==> config.mk <==
export PLATFORM = sky130hd
export DESIGN_NAME = opsh_operand_gen
export DESIGN_NICKNAME = d
export VERILOG_FILES = /design/src/rtl/opsh_pkg.sv /design/src/rtl/opsh_imm_rotate.sv /design/src/rtl/opsh_shift_decode.sv /design/src/rtl/opsh_barrel.sv /design/src/rtl/opsh_operand_gen.sv
export SDC_FILE = /design/constraint.sdc
export NUM_CORES = 1
export LEC_CHECK = 0
export BUFFER_PORTS_ARGS = -buffer_cell sky130_fd_sc_hd__buf_2
export CORE_MARGIN = 2
export CORE_UTILIZATION = 60
export CTS_CLUSTER_SIZE = 40
export DETAILED_ROUTE_END_ITERATION = 12
export PLACE_DENSITY_LB_ADDON = 0.12
export SLEW_MARGIN = 10
export SYNTH_ARGS = -nofsm -noshare
export SYNTH_HDL_FRONTEND = slang
export SYNTH_SLANG_ARGS = --single-unit
==> constraint.sdc <==
create_clock -name clk -period 2.8 [get_ports clk]
set_clock_uncertainty 0.2 [all_clocks]
set_input_delay 0 -clock clk [delete_from_list [all_inputs] [get_ports clk]]
set_output_delay 0 -clock clk [all_outputs]
set_load 0.005 [all_outputs]
==> src/rtl/opsh_pkg.sv <==
package opsh_pkg;
  typedef enum logic [1:0] {
    SH_LSL = 2'b00,
    SH_LSR = 2'b01,
    SH_ASR = 2'b10,
    SH_ROR = 2'b11
  } sh_type_e;

  typedef enum logic [2:0] {
    OP_PASS = 3'd0,
    OP_LSL  = 3'd1,
    OP_LSR  = 3'd2,
    OP_ASR  = 3'd3,
    OP_ROR  = 3'd4,
    OP_RRX  = 3'd5
  } sh_op_e;

  localparam int unsigned AMT_W = 8;
endpackage

==> src/rtl/opsh_imm_rotate.sv <==
module opsh_imm_rotate #(
  parameter int DATA_W = 32,
  parameter int IMM_W  = 8,
  parameter int ROT_W  = 4
) (
  input  logic [IMM_W-1:0]  imm,
  input  logic [ROT_W-1:0]  rot,
  input  logic              cin,
  output logic [DATA_W-1:0] val,
  output logic              cout
);
  localparam int RAMT_W = ROT_W + 1;

  logic [RAMT_W-1:0]   ramt;
  logic [DATA_W-1:0]   base;

  assign ramt = {rot, 1'b0};
  assign base = {{(DATA_W-IMM_W){1'b0}}, imm};
  assign val  = (base >> ramt) | (base << (RAMT_W'(DATA_W) - ramt));
  // Rotating by zero leaves the old carry in place
  assign cout = (rot != '0) ? val[DATA_W-1] : cin;
endmodule

==> src/rtl/opsh_shift_decode.sv <==
module opsh_shift_decode
  import opsh_pkg::*;
#(
  parameter int DATA_W = 32,
  parameter int SFT_W  = $clog2(DATA_W)
) (
  input  logic [1:0]       ty,
  input  logic [SFT_W-1:0] imm_amt,
  input  logic [AMT_W-1:0] reg_amt,
  input  logic             reg_form,
  output sh_op_e           op,
  output logic [AMT_W-1:0] amt,
  output logic             unshifted
);
  sh_op_e base_op;

  always_comb begin
    unique case (sh_type_e'(ty))
      SH_LSL:  base_op = OP_LSL;
      SH_LSR:  base_op = OP_LSR;
      SH_ASR:  base_op = OP_ASR;
      default: base_op = OP_ROR;
    endcase
  end

  always_comb begin
    op        = base_op;
    unshifted = 1'b0;
    amt       = reg_form ? reg_amt : {{(AMT_W-SFT_W){1'b0}}, imm_amt};
    if (reg_form) begin
      if (reg_amt == '0) op = OP_PASS;
    end else if (imm_amt == '0) begin
      // zero constant amounts are reinterpreted per shift type
      unique case (sh_type_e'(ty))
        SH_LSL: begin
          op        = OP_PASS;
          unshifted = 1'b1;
        end
        SH_LSR, SH_ASR: amt = AMT_W'(DATA_W);
        default:        op  = OP_RRX;
      endcase
    end
  end
endmodule

==> src/rtl/opsh_barrel.sv <==
module opsh_barrel
  import opsh_pkg::*;
#(
  parameter int DATA_W = 32,
  parameter int SFT_W  = $clog2(DATA_W)
) (
  input  sh_op_e            op,
  input  logic [AMT_W-1:0]  amt,
  input  logic [DATA_W-1:0] rm,
  input  logic              cin,
  output logic [DATA_W-1:0] res,
  output logic              cout
);
  localparam int SFT1_W = SFT_W + 1;

  logic [DATA_W:0]        lsl_w;
  logic [DATA_W:0]        lsr_w;
  logic signed [DATA_W:0] asr_w;
  logic [SFT_W-1:0]       rot;
  logic [DATA_W-1:0]      ror_res;

  // One guard bit beside the data captures the last bit shifted out
  assign lsl_w   = {1'b0, rm} << amt;
  assign lsr_w   = {rm, 1'b0} >> amt;
  assign asr_w   = $signed({rm, 1'b0}) >>> amt;
  assign rot     = amt[SFT_W-1:0];
  assign ror_res = (rm >> rot) | (rm << (SFT1_W'(DATA_W) - {1'b0, rot}));

  always_comb begin
    unique case (op)
      OP_LSL: begin
        res  = lsl_w[DATA_W-1:0];
        cout = lsl_w[DATA_W];
      end
      OP_LSR: begin
        res  = lsr_w[DATA_W:1];
        cout = lsr_w[0];
      end
      OP_ASR: begin
        res  = asr_w[DATA_W:1];
        cout = asr_w[0];
      end
      OP_ROR: begin
        res  = ror_res;
        cout = ror_res[DATA_W-1];
      end
      OP_RRX: begin
        res  = {cin, rm[DATA_W-1:1]};
        cout = rm[0];
      end
      default: begin
        res  = rm;
        cout = cin;
      end
    endcase
  end
endmodule

==> src/rtl/opsh_operand_gen.sv <==
module opsh_operand_gen
  import opsh_pkg::*;
#(
  parameter int DATA_W = 32,
  parameter int FLD_W  = 12,
  parameter int IDX_W  = 4
) (
  input  logic              clk,
  input  logic              rst,
  input  logic              imm_form,
  input  logic [FLD_W-1:0]  op_field,
  input  logic [DATA_W-1:0] rm_val,
  input  logic [AMT_W-1:0]  rs_byte,
  input  logic              carry_in,
  output logic [IDX_W-1:0]  rm_idx,
  output logic [IDX_W-1:0]  rs_idx,
  output logic [DATA_W-1:0] operand,
  output logic              carry_out,
  output logic              unshifted,
  output logic              extra_cycle
);
  localparam int SFT_W   = $clog2(DATA_W);
  localparam int RSH_BIT = 4;

  logic              reg_form;
  sh_op_e            dec_op;
  logic [AMT_W-1:0]  dec_amt;
  logic              dec_unsh;
  logic [DATA_W-1:0] imm_val, sh_val;
  logic              imm_c, sh_c;

  assign rm_idx   = op_field[IDX_W-1:0];
  assign rs_idx   = op_field[FLD_W-1 -: IDX_W];
  assign reg_form = op_field[RSH_BIT];

  opsh_imm_rotate #(.DATA_W(DATA_W), .IMM_W(8), .ROT_W(4)) u_imm (
    .imm  (op_field[7:0]),
    .rot  (op_field[11:8]),
    .cin  (carry_in),
    .val  (imm_val),
    .cout (imm_c)
  );

  opsh_shift_decode #(.DATA_W(DATA_W), .SFT_W(SFT_W)) u_dec (
    .ty        (op_field[6:5]),
    .imm_amt   (op_field[11:7]),
    .reg_amt   (rs_byte),
    .reg_form  (reg_form),
    .op        (dec_op),
    .amt       (dec_amt),
    .unshifted (dec_unsh)
  );

  opsh_barrel #(.DATA_W(DATA_W), .SFT_W(SFT_W)) u_bsh (
    .op   (dec_op),
    .amt  (dec_amt),
    .rm   (rm_val),
    .cin  (carry_in),
    .res  (sh_val),
    .cout (sh_c)
  );

  always_ff @(posedge clk) begin
    if (rst) begin
      operand     <= '0;
      carry_out   <= 1'b0;
      unshifted   <= 1'b0;
      extra_cycle <= 1'b0;
    end else begin
      operand     <= imm_form ? imm_val : sh_val;
      carry_out   <= imm_form ? imm_c : sh_c;
      unshifted   <= !imm_form && dec_unsh;
      extra_cycle <= !imm_form && reg_form;
    end
  end
endmodule

==> results of run 1 <==
timing repair:
| action | in CTS |
|---|---|
| gates resized for setup | 1 |
| setup endpoints to repair | 1 |
| hold endpoints to repair | 7 |
| hold buffers | 4 |
per-stage QoR:
stage	TNS, ns	util
floorplan	0	-
global placement	-1.49	0.777
detailed placement	-3.47	0.777
CTS	0	0.790
cell families after synthesis:
logic type               after synthesis
flip-flops                            35
buffers and inverters                180
XOR/XNOR                               3
AND/OR/NAND/NOR                      459
multiplexers                         183
adder cells (fa/ha/maj)                5
AO/OA/AOI/OAI                        507
synth_stat cells (all sizes together), types with 5 or more instances:
cell type  instances  area, um^2
a221o              6        60.1
a21oi             76         384
and3              11        68.8
a221oi            15         131
a211oi            29         228
dfxtp             35         701
inv                9        33.8
nand3             53         270
o211ai            26         200
nand2b            13        81.3
nor3b              7        52.6
o31ai              9        81.3
nor2b              5        31.3
mux2i            126        1330
nand4             14        87.6
or3               13        86.3
a2111oi            7        86.3
clkbuf            85         319
a211o              9        78.8
a31oi             29         181
a32oi             14         123
o21bai             6        45.0
buf               85         572
nand2            163         614
nor3              33         180
nor4               8        92.6
a2bb2oi            5        43.8
o21a               8        60.1
a31o               5        52.6
and2               8        50.1
o22ai             46         294
o221ai            36         315
mux4              42         946
a22oi             22         165
a21o               7        52.6
o21ai             99         495
a22o               5        43.8
o32ai              5        43.8
nor2             121         464
ha                 5        62.6
o32a               7        70.1
mux2              15         180
metal layers:
metal	GRT overflow	global-route usage
met4	1	0.588
met5	0	0.206
met3	0	0.498
met2	1	0.847
met1	0	0.681
==> results.rst, run 1 <==
.. list-table::
   :header-rows: 1

   * - Metric
     - Value
   * - Number of placed instances, taps included
     - about 1900
   * - Syn_nets
     - 1433
   * - Number of distinct library cells after synthesis
     - 95
   * - Adder and majority cell fraction of the synthesized area
     - 0.00631
   * - Ys Warns
     - 0
   * - Global-route wire length before repair
     - between 80000 and 90000 um
   * - Proportion of synthesized flip-flops having asynchronous set or reset
     - 0
   * - Number of global-route vias before repair
     - roughly 15000
   * - Horizontal die dimension
     - 133 um
   * - Simple-gate area share of the yosys netlist
     - 0.217
   * - Average instance area after synthesis
     - between 7 and 8 um^2
   * - Htree depth
     - 2
   * - Post-Synth XOR/XNOR Area
     - 0.00265
   * - Total gr overflow
     - 2
   * - Synth Instances
     - ~1400
   * - Die boundary height
     - approximately 130 um
   * - Total CTS buffers
     - 5
   * - Flops & latches, synth
     - 35
   * - Clock tree root buffer cell
     - sky130_fd_sc_hd__clkbuf_16
   * - Total of buffers placed on input and output ports
     - slightly below 100
   * - Setup Slack @ Placement
     - -0.307 ns
   * - Placed Area
     - around 13000 um^2
   * - Number of flops mapped to enable cells by yosys
     - 0
   * - Initial cell density of the core
     - 0.607
   * - Clock sinks
     - 35
   * - Dominant register cell in the synthesized netlist
     - sky130_fd_sc_hd__dfxtp_1
   * - Outcome
     - stopped before the end
   * - Tool error
     - [ERROR GRT-0116] Global routing finished with congestion. Check the congestion regions in the DRC Viewer.
   * - Count of standard-cell rows
     - 47
   * - Post-CTS Setup Repair Bufs
     - 0
   * - Pin count of the biggest net entering global routing
     - 38
   * - Synthesized-area fraction occupied by ao, oa, aoi and oai cells
     - 0.362
   * - Seq/Total Area, Yosys
     - 0.0706
   * - Stopped at
     - global routing (5_1_grt)
   * - Mux share of post-synthesis cell area
     - 0.248
   * - Max clock buf depth
     - 2
   * - Combinational family with the most area after synthesis
     - compound AO/OA/AOI/OAI gates
   * - All-Layer GR Usage
     - 0.663
   * - Final estimated routing congestion in global placement
     - between 1 and 1.5
   * - Cell Area, Synth
     - about 10000 um^2
   * - HPWL after detailed placement
     - ~42000 um
   * - Boundary Pins
     - a little under 100
==> inputs of run 2 (changes only) <==
CORE_UTILIZATION = 40   (was 60)
CTS_CLUSTER_SIZE = not set   (was 40)
PLACE_DENSITY_LB_ADDON = 0.15   (was 0.12)
==> run 2 against run 1 <==
Effect of this change: synthesized area unchanged; the flow now finishes, with violations (hold timing, setup timing); synthesized cell count unchanged.
==> results.rst, run 2 <==
.. list-table::
   :header-rows: 1

   * - Metric
     - Value
   * - RSZ-0062 raised after global routing
     - true
   * - Total gr overflow
     - 0
   * - Cell occurring most often along the worst timing path
     - sky130_fd_sc_hd__buf_4
   * - Number of flops mapped to enable cells by yosys
     - 0 (unchanged)
   * - Total vias in the final route
     - roughly 15000
   * - Critical path data required time
     - 2.77 ns
   * - Worst path arrival time
     - between 2 and 3 ns
   * - Final hold viol count
     - 1
   * - Number of nets with antenna violations after detailed routing
     - 0
   * - Syn_nets
     - 1433 (unchanged)
   * - Flops & latches, synth
     - 35 (unchanged)
   * - Number of failing setup endpoints in the final timing report
     - 3
   * - Top Usage Layer GRT
     - met2
   * - Gate power share
     - 0.745
   * - Number of global-route vias before repair
     - about 14000
   * - Area enclosed by the die boundary
     - about 26000 um^2
   * - Ys Warns
     - 0 (unchanged)
   * - Setup Slack @ Placement
     - -0.685 ns (-0.378 ns)
   * - Critical Path Start
     - op_field[4]
   * - Maximum clock rate
     - 347 MHz
   * - Crit path buffers/inverters
     - 4
   * - PD cells
     - between 300 and 400 nW/um^2
   * - Number of flip-flops under the largest register name
     - 32
   * - Type of origin of the critical path
     - primary input
   * - Drt drc
     - 0
   * - Worst hold slack
     - -0.0000210 ns
   * - Top library cells by usage in the layout, fill and taps aside
     - sky130_fd_sc_hd__buf_4, sky130_fd_sc_hd__nand2_1, sky130_fd_sc_hd__nor2_1, sky130_fd_sc_hd__mux2i_1, sky130_fd_sc_hd__buf_2
   * - Top post-synthesis cells by count
     - sky130_fd_sc_hd__nand2_1, sky130_fd_sc_hd__mux2i_1, sky130_fd_sc_hd__nor2_1
   * - CP endpoint kind
     - register
   * - HPWL after detailed placement
     - 54400 um (+28%)
   * - Cell with the most instances after synthesis
     - sky130_fd_sc_hd__nand2_1
   * - Peak VDD IR
     - 0.258 mV
   * - End point of the critical path
     - operand[12]
   * - Type of the worst min-delay path
     - in2out
   * - Die boundary height
     - 161 um (+22%)
   * - Proportion of synthesized flip-flops having asynchronous set or reset
     - 0 (unchanged)
   * - Average instance area after synthesis
     - 7.23 um^2 (unchanged)
   * - Part of the power in the clock network
     - 0.147
   * - Largest register by flop count
     - operand
   * - Number of distinct library cells after synthesis
     - 95 (unchanged)
   * - Met2 track demand over resource
     - 0.728
   * - DRT iter0 DRCs
     - about 2800
   * - Switching share of power
     - 0.490
   * - Fillers
     - ~2400
   * - GR met3 Demand/Resource
     - 0.209
   * - Final instance count without filler cells
     - 2105
   * - Cell depth of the worst setup path
     - 11
   * - Critical path class
     - in2reg
   * - Synth Instances
     - 1372 (unchanged)
   * - Total of buffers placed on input and output ports
     - 98 (unchanged)
   * - Critical path, cell by cell
     - buf_4, buf_4, mux2_4, buf_12, mux4_2, a32o_1, a221oi_1, buf_4, o22ai_1, o221ai_1, o211ai_1
   * - Delay of the slowest critical-path stage
     - 0.48 ns
   * - Htree depth
     - 2 (unchanged)
   * - Number of placed instances, taps included
     - 2088 (+12%)
   * - Initial cell density of the core
     - 0.408 (-0.199)
   * - CTS tree
     - yes
   * - Commonest non-fill, non-tap cell in the layout
     - sky130_fd_sc_hd__buf_4
   * - GR met1 Demand/Resource
     - 0.632
   * - Part of the total power dissipated in sequential elements
     - 0.108
   * - Count of standard-cell rows
     - 57 (+21%)
   * - Antenna violations before repair
     - 2
   * - Sum of routed wire length over all layers
     - about 69000 um
   * - Main area contributors after synthesis
     - sky130_fd_sc_hd__mux2i_1, sky130_fd_sc_hd__mux4_2, sky130_fd_sc_hd__dfxtp_1
   * - Min cycle time layout
     - 2.88 ns
   * - Number of iterations in the first detailed-routing pass
     - 9
   * - Clock sinks
     - 35 (unchanged)
   * - Core region area
     - around 24000 um^2
   * - Worst-path fanout max
     - 17
   * - Final Max Slew Viols
     - 0
   * - MaxCap Viol Count
     - 0
   * - Pint
     - between 2000 and 3000 uW
   * - Placed Area
     - 13700 um^2 (+7.8%)
   * - Cell Area, Synth
     - 9920 um^2 (unchanged)
   * - Net load switching power
     - around 2600 uW
   * - Mean routed wirelength per cell
     - 32.8 um
   * - Least setup slack across all paths after layout
     - -0.0816 ns
   * - Leading area contributor after synthesis
     - sky130_fd_sc_hd__mux2i_1
   * - Storage element area
     - between 700 and 800 um^2
   * - Transition at the pin with the smallest max-transition slack
     - between 0.9 and 1 ns
   * - Total CTS buffers
     - 5 (unchanged)
   * - Global-route wire length before repair
     - 97700 um
   * - Final estimated routing congestion in global placement
     - 1.19 (-16%)
   * - Clock slew at the register clock pins of the worst setup and hold paths
     - approximately 0.07 ns
   * - Outcome
     - finished, violations left
   * - Failing checks
     - hold timing, setup timing
   * - All-Layer GR Usage
     - 0.511
   * - Final period utilization
     - 1.03
   * - CP delay by family, top
     - compound AO/OA/AOI/OAI gates
   * - Total leakage power
     - slightly above 0.006 uW
   * - Area growth from synthesis to layout
     - 42.0%
   * - Seq/Total Area, Yosys
     - 0.0706 (unchanged)
   * - Boundary Pins
     - 99 (unchanged)
   * - Dominant register cell in the synthesized netlist
     - sky130_fd_sc_hd__dfxtp_1
   * - Fraction of final layout cells sized beyond drive strength 1
     - 0.387
   * - Pin count of the biggest net entering global routing
     - 32
   * - Min-Delay Path Depth
     - 2
   * - Master of the slowest instance on the critical path
     - sky130_fd_sc_hd__mux4_2
   * - Max clock buf depth
     - 2 (unchanged)
   * - Clock tree root buffer cell
     - sky130_fd_sc_hd__clkbuf_16
   * - Fraction of post-synthesis cell area in the top cell type by area
     - 0.120 (unchanged)
   * - Horizontal die dimension
     - 161 um (+22%)
   * - Finished layout cell area
     - 14100 um^2
   * - Via-per-instance ratio
     - between 7 and 8
   * - Area of the multi-input gates
     - 8420 um^2
   * - # nets final
     - ~1800
   * - Worst slew margin relative to its limit
     - 0.381
-- run 2: cell counts after synthesis --
Identical to the previous run, type by type.
-- run 2: kinds of logic (layout without fill, tap and decap cells) --
kind of cell | after synthesis | count (layout) | synth area share
other | 0 | 1 | 0
adder cells (fa/ha/maj) | 5 | 5 | 0.00631
flip-flops | 35 | 35 | 0.0706
XOR/XNOR | 3 | 3 | 0.00265
AO/OA/AOI/OAI | 507 | 507 | 0.362
buffers and inverters | 180 | 588 | 0.0936
AND/OR/NAND/NOR | 459 | 459 | 0.217
multiplexers | 183 | 183 | 0.248
-- run 2: final cells by class --
| type | count | area share |
|---|---|---|
| multi-input combinational | 1157 | 0.598 |
| timing repair buffer | 570 | 0.307 |
| sequential | 35 | 0.0497 |
| tap | 324 | 0.0288 |
| clock buffer | 5 | 0.00888 |
| clock inverter | 3 | 0.00480 |
| antenna | 1 | 0.000178 |
| inverter | 10 | 0.00266 |
-- run 2: per-layer routing --
layer,up-vias,wire (um)
met4,2,5890
met2,1472,27200
li1,6186,-
met3,390,11200
met1,7129,24800
met5,-,14
-- run 2: worst min path at each step --
stage / start / end / slack, ns
6_report: op_field[1] / rm_idx[1] / -0.00002
5_1_grt: op_field[1] / rm_idx[1] / 0.01
4_1_cts: op_field[1] / rm_idx[1] / 0.0001
3_5_place_dp: op_field[1] / rm_idx[1] / -0.0009
3_3_place_gp: op_field[1] / rm_idx[1] / -0.002
2_1_floorplan: op_field[0] / rm_idx[0] / -0.12
-- run 2: what timing repair did --
| item | in CTS | in global routing |
|---|---|---|
| cloned | 0 | 1 |
| hold buffers | 4 | 0 |
| hold endpoints to repair | 6 | 0 |
| buffers inserted | 0 | 3 |
| pin swaps | 1 | 2 |
| endpoints found under the setup margin | 12 | 13 |
| resized for setup | 9 | 17 |
-- run 2: through the flow --
| stage | utilization | total power [uW] | TNS, ns |
|---|---|---|---|
| after floorplan | - | 2320 | 0 |
| after global placement | 0.563 | 4180 | -8.68 |
| after detailed placement | 0.563 | 4180 | -9.25 |
| after CTS | 0.574 | 4970 | 0 |
| after global routing | 0.579 | 5330 | -0.115 |
| final | 0.579 | 5240 | -0.145 |
-- run 2: power by group through the flow --
stage          registers [uW]  logic [uW]  clock network [uW]
2_1_floorplan             576        1740                   0
3_3_place_gp              577        3600                   0
5_1_grt                   569        3970                 790
4_1_cts                   566        3640                 761
3_5_place_dp              578        3610                   0
6_report                  567        3910                 770
Power figures use the tool's default switching activity.
